File: config.mk
export PLATFORM = sky130hd
export DESIGN_NAME = parXcvr
export DESIGN_NICKNAME = d
export VERILOG_FILES = /design/src/rtl/parXcvrPkg.sv /design/src/rtl/parXcvrCtrl.sv /design/src/rtl/parXcvrData.sv /design/src/rtl/parXcvr.sv
export SDC_FILE = /design/constraint.sdc
export NUM_CORES = 1
export LEC_CHECK = 0
export BUFFER_PORTS_ARGS = -buffer_cell sky130_fd_sc_hd__clkbuf_2
export CAP_MARGIN = 5
export CORE_AREA = 2 2 39 41
export DETAILED_ROUTE_END_ITERATION = 16
export DIE_AREA = 0 0 41 43
export PLACE_DENSITY = 0.87
export SLEW_MARGIN = 10
export SYNTH_ARGS = -nofsm -noshare
export SYNTH_HDL_FRONTEND = slang
export SYNTH_SLANG_ARGS = --single-unit
File: constraint.sdc
create_clock -name vclk -period 1.6
set_clock_uncertainty 0.1 [all_clocks]
set_input_delay 0.32 -clock vclk [all_inputs]
set_output_delay 0.32 -clock vclk [all_outputs]
set_load 0.05 [all_outputs]
File: src/rtl/parXcvrPkg.sv
package parXcvrPkg;
  // strobes from control to datapath
  typedef struct packed {
    logic driveA;   // port a driven
    logic driveB;   // port b driven
    logic drivePar; // parity pin driven
    logic driveOk;  // status pin driven
    logic txMode;   // status forced to no-error
  } xcvrStrobe_t;
endpackage

File: src/rtl/parXcvrCtrl.sv
module parXcvrCtrl
  import parXcvrPkg::*;
(
  input  logic        dirTx,
  input  logic        enN,
  output xcvrStrobe_t strobe
);
  logic enabled;

  always_comb begin
    enabled         = ~enN;
    strobe.driveA   = enabled & ~dirTx;
    strobe.driveB   = enabled & dirTx;
    strobe.drivePar = enabled & dirTx;
    strobe.driveOk  = enabled;
    strobe.txMode   = dirTx;
  end
endmodule

File: src/rtl/parXcvrData.sv
module parXcvrData
  import parXcvrPkg::*;
#(
  parameter int DATA_W = 8
) (
  input  xcvrStrobe_t       strobe,
  input  logic              oddSel,
  input  logic [DATA_W-1:0] aIn,
  input  logic [DATA_W-1:0] bIn,
  input  logic              parIn,
  output logic [DATA_W-1:0] aOut,
  output logic [DATA_W-1:0] aOe,
  output logic [DATA_W-1:0] bOut,
  output logic [DATA_W-1:0] bOe,
  output logic              parOut,
  output logic              parOe,
  output logic              okOut,
  output logic              okOe
);
  logic genPar;
  logic chkPar;

  // per-bit pin drivers
  for (genvar i = 0; i < DATA_W; i++) begin : gBit
    always_comb begin
      aOut[i] = strobe.driveA & bIn[i];
      aOe[i]  = strobe.driveA;
      bOut[i] = strobe.driveB & aIn[i];
      bOe[i]  = strobe.driveB;
    end
  end

  always_comb begin
    genPar = (^aIn) ^ oddSel;          // sense from port a
    chkPar = (^bIn) ^ oddSel;          // expected parity of port b
    parOut = strobe.drivePar & genPar;
    parOe  = strobe.drivePar;
    okOe   = strobe.driveOk;
    okOut  = strobe.driveOk & (strobe.txMode | (chkPar == parIn));
  end
endmodule

File: src/rtl/parXcvr.sv
module parXcvr
  import parXcvrPkg::*;
#(
  parameter int DATA_W = 8
) (
  input  logic              dirTx,
  input  logic              enN,
  input  logic              oddSel,
  input  logic [DATA_W-1:0] aIn,
  output logic [DATA_W-1:0] aOut,
  output logic [DATA_W-1:0] aOe,
  input  logic [DATA_W-1:0] bIn,
  output logic [DATA_W-1:0] bOut,
  output logic [DATA_W-1:0] bOe,
  input  logic              parIn,
  output logic              parOut,
  output logic              parOe,
  output logic              okOut,
  output logic              okOe
);
  xcvrStrobe_t strobe;

  parXcvrCtrl i_ctrl (
    .dirTx (dirTx),
    .enN   (enN),
    .strobe(strobe)
  );

  parXcvrData #(.DATA_W(DATA_W)) i_data (
    .strobe(strobe),
    .oddSel(oddSel),
    .aIn   (aIn),
    .bIn   (bIn),
    .parIn (parIn),
    .aOut  (aOut),
    .aOe   (aOe),
    .bOut  (bOut),
    .bOe   (bOe),
    .parOut(parOut),
    .parOe (parOe),
    .okOut (okOut),
    .okOe  (okOe)
  );
endmodule

# After elaboration in Yosys (flattened, before gate mapping)

Index checks and enable logic that the tools add are counted.

Register bits: 0
Bits of input ports: 20
Output and inout bits: 36
Word-level logic and storage cells: 28

Equality and inequality tests: 1
Bitwise logic cells: 25
Reductions and logical operators: 2

Operators with widths:

| kind                | number |
|---|---|
| AND 1 bit           | 20 |
| parity 8 bit        | 2 |
| inverter 1 bit      | 2 |
| bitwise XOR 1 bit   | 2 |
| equality test 1 bit | 1 |
| OR 1 bit            | 1 |

# Depth between registers and ports, before layout

Word-level depth: 5
Mapped depth: 4
Depth with buffers taken out: 4

# By module

From an unflattened synthesis, not the netlist that was laid out.

Cells, all modules: 57
Area, all modules: 445.4 µm²

Modules (own cells, without submodules):

| module      | instances | cells each | area each (µm²) | seq. area each (µm²) |
|---|---|---|---|---|
| parXcvrData | 1         | 51         | 409.1           | 0.0 |
| parXcvrCtrl | 1         | 6          | 36.3            | 0.0 |

# Least setup slack after synthesis

OpenSTA, ideal clock, no wires.

Path type: input-to-output
Start: input dirTx
End: output aOut[0]
Arrival time: 1.903 ns
Required time: 1.180 ns
Slack: -0.723 ns
Stages: 2
Buffers on the path: 0
Cell sequence: nor2_1 > and2_1

Cells in the longest elaborated chain, start to end: 3

RTL lines:

| item            | RTL line          | text |
|---|---|---|
| start, declared | parXcvr.sv:6      | `input logic dirTx,` |
| inverter 1 bit  | parXcvrCtrl.sv:12 | `strobe.driveA = enabled & ~dirTx;` |
| AND 1 bit       | parXcvrCtrl.sv:12 |  |
| AND 1 bit       | parXcvrData.sv:26 | `aOut[i] = strobe.driveA & bIn[i];` |
| end, declared   | parXcvr.sv:10     | `output logic [DATA_W-1:0] aOut,` |

Every way passes these cells.

# Worst setup path in the final report

Start: input bIn[1]
End: output okOut

Cells in the longest elaborated chain, start to end: 5

RTL lines:

| item                | RTL line          | text |
|---|---|---|
| start, declared     | parXcvr.sv:12     | `input logic [DATA_W-1:0] bIn,` |
| parity 8 bit        | parXcvrData.sv:35 | `chkPar = (^bIn) ^ oddSel;` |
| bitwise XOR 1 bit   | parXcvrData.sv:35 |  |
| equality test 1 bit | parXcvrData.sv:39 | `okOut = strobe.driveOk & (strobe.txMode \| (chkPar == parIn));` |
| OR 1 bit            | parXcvrData.sv:39 |  |
| AND 1 bit           | parXcvrData.sv:39 |  |
| end, declared       | parXcvr.sv:18     | `output logic okOut,` |

Every way passes these cells.

==> impl_results.md <==
* Status: finished, violations left
* Failing checks: setup timing
* Total GRT Usage at 11.9%
* Initial Util at 29.2%
* Post-layout util at 55.3%
* # diodes at 0
* Number of antenna violations at the first check in global routing at 0
* Syn nets at 72
* First-pass GRT wire length at 1.52 mm
* Part of the cycle the worst path needs at 119%
* Max-Cap Viols at 0
* Drt first pass iters at 1
* Comb pwr share at 100.0%
* Area delta synth->final at 89.5%
* Syn Area/Cell at 7.77 um^2
* Pint at 0.169 mW
* Core ar. at 0.00138 mm^2
* Seq/Total Area, Yosys at 0%
* DR iter-0 viols at 0
* Distinct cells, synth at 11
* Placer Congestion at 0.612
* Slew Viols, Final at 0
* Sequential cell area at 0 um^2
* Routed len/inst at 9.97 um
* I/O Pins at 56
* CP startpoint kind: input port
* Synth warn at 0
* NumNets Final at 119
* Total power draw at 0.429 mW
* Drc violations at 0
* Mapped cell area at 404 um^2
* Worst vdd ir at 0.368 mV
* Worst min-delay path category: in -> out
* Non-filler cells, final at 113
* Required @ worst endpoint at 1.18 ns
* Largest net degree at the start of global routing at 19
* Top-area cell type share of the netlist area at 27.9%
* GRT overflow at 0
* FP Rows at 14
* HPWL after DPL at 861 um
* Final WS setup at -0.308 ns
* Largest cells by area after synthesis: buf_4, and2_1, xnor2_1
* Antenna Nets Post-Route at 0
* Die ar. at 0.00176 mm^2
* Wirelength, routed at 1.13 mm
* Vias per cell at 4.02
* Register share of total power at 0%
* P_leak at 0.453 nW
* Sw Ratio at 60.6%
* Vias in the first global route at 369
* Fmax at 524 MHz
* Psw at 0.260 mW
* Cells after DPL at 110
* Tightest hold margin at 0.928 ns
* Final Hold Vio Count at 0
* Power share of the clock group at 0%
* Min Tclk post-route at 1.91 ns
* Area of the multi-input gates at 358 um^2
* Fraction of layout cells with a size suffix above 1 at 87.6%
* Layout clock buffer count at 0
* Die Wd at 41 um
* Worst-path maximum fanout at 2
* # fillers at 135
* Final setup vio count at 2
* Max-slew headroom at 81.2%
* Synth area leader: buf_4
* Seq cells at 0
* CP arrival at 1.49 ns
* Port Buffers at 56
* Setup CP Type: in -> out
* Count leader, synth: and2_1
* Via count at 454
* CP endpoint kind: primary output
* Worst slew pin tran at 0.283 ns
* Top cells by count, synth: and2_1, buf_4, xnor2_1
* Post-Synthesis Cells at 52
* Die height at 43 um
* RSZ-0062 raised after global routing: yes
* PwrDens at 561 mW/mm^2
## worst max-delay path, stage by stage
cell     delay (ns)
buf_6          0.10
xnor2_2        0.13
xnor3_1        0.42
xnor2_1        0.14
o21a_2         0.23
buf_8          0.15
## path summary, 6_finish.rpt
kind,depth (start not counted),from,to,slack (ns)
setup / recovery,6,bIn[1],okOut,-0.31
hold / removal,3,aIn[6],bOut[6],0.93
## logic make-up (layout without fill, tap and decap cells)
kind of cell              after synthesis  count (layout)  share of synthesized area, %
buffers and inverters                  17              62                          29.7
AOI/OAI and AO/OA                       1               1                          1.86
and+or+nand+nor                        19              19                          29.1
xor gates and xnor gates               15              15                          39.3
## through the flow
stage	setup slack [ns]	TNS (ns)	area, um^2
6_report	-0.308	-0.578	766
5_1_grt	-0.361	-0.700	766
4_1_cts	-0.327	-0.609	692
3_5_place_dp	-0.403	-1.10	647
3_3_place_gp	-0.381	-0.775	647
2_1_floorplan	-0.104	-0.185	452
## per-layer routing
| metal | wire length (um) | vias up | global-route usage [%] |
|---|---|---|---|
| met5 | 0 | - | 0 |
| met4 | 0 | 0 | 0 |
| met3 | 44 | 0 | 0 |
| met2 | 691 | 15 | 25.0 |
| met1 | 392 | 206 | 12.5 |
| li1 | - | 233 | - |
## power by group through the flow
stage | Clock, mW | Combinational [mW] | Sequential, mW
6_report | 0 | 0.429 | 0
5_1_grt | 0 | 0.451 | 0
4_1_cts | 0 | 0.404 | 0
3_5_place_dp | 0 | 0.382 | 0
3_3_place_gp | 0 | 0.378 | 0
2_1_floorplan | 0 | 0.321 | 0
## layout by cell type (no fill, tap or decap), drive strengths merged
master,n
xnor3,2
nor2b,1
clkbuf,46
o21a,1
nor2,1
xor2,2
inv,1
and2,17
buf,15
xnor2,11
## what timing repair did
action                     in CTS  in global routing
pin swaps                       4                  8
hold buffers                    0                  0
setup buffers                   0                  2
hold endpoints to repair        0                  0
resized for setup              13                 20
cloned                          0                  1
setup endpoints to repair      10                 15
## cell type report
cell class	count	area share, %
Inverter	1	0.490
Multi-Input combinational cell	35	46.7
Tap cell	16	2.61
Timing Repair Buffer	61	50.2
No activity file was read; power rests on OpenSTA's default activity.
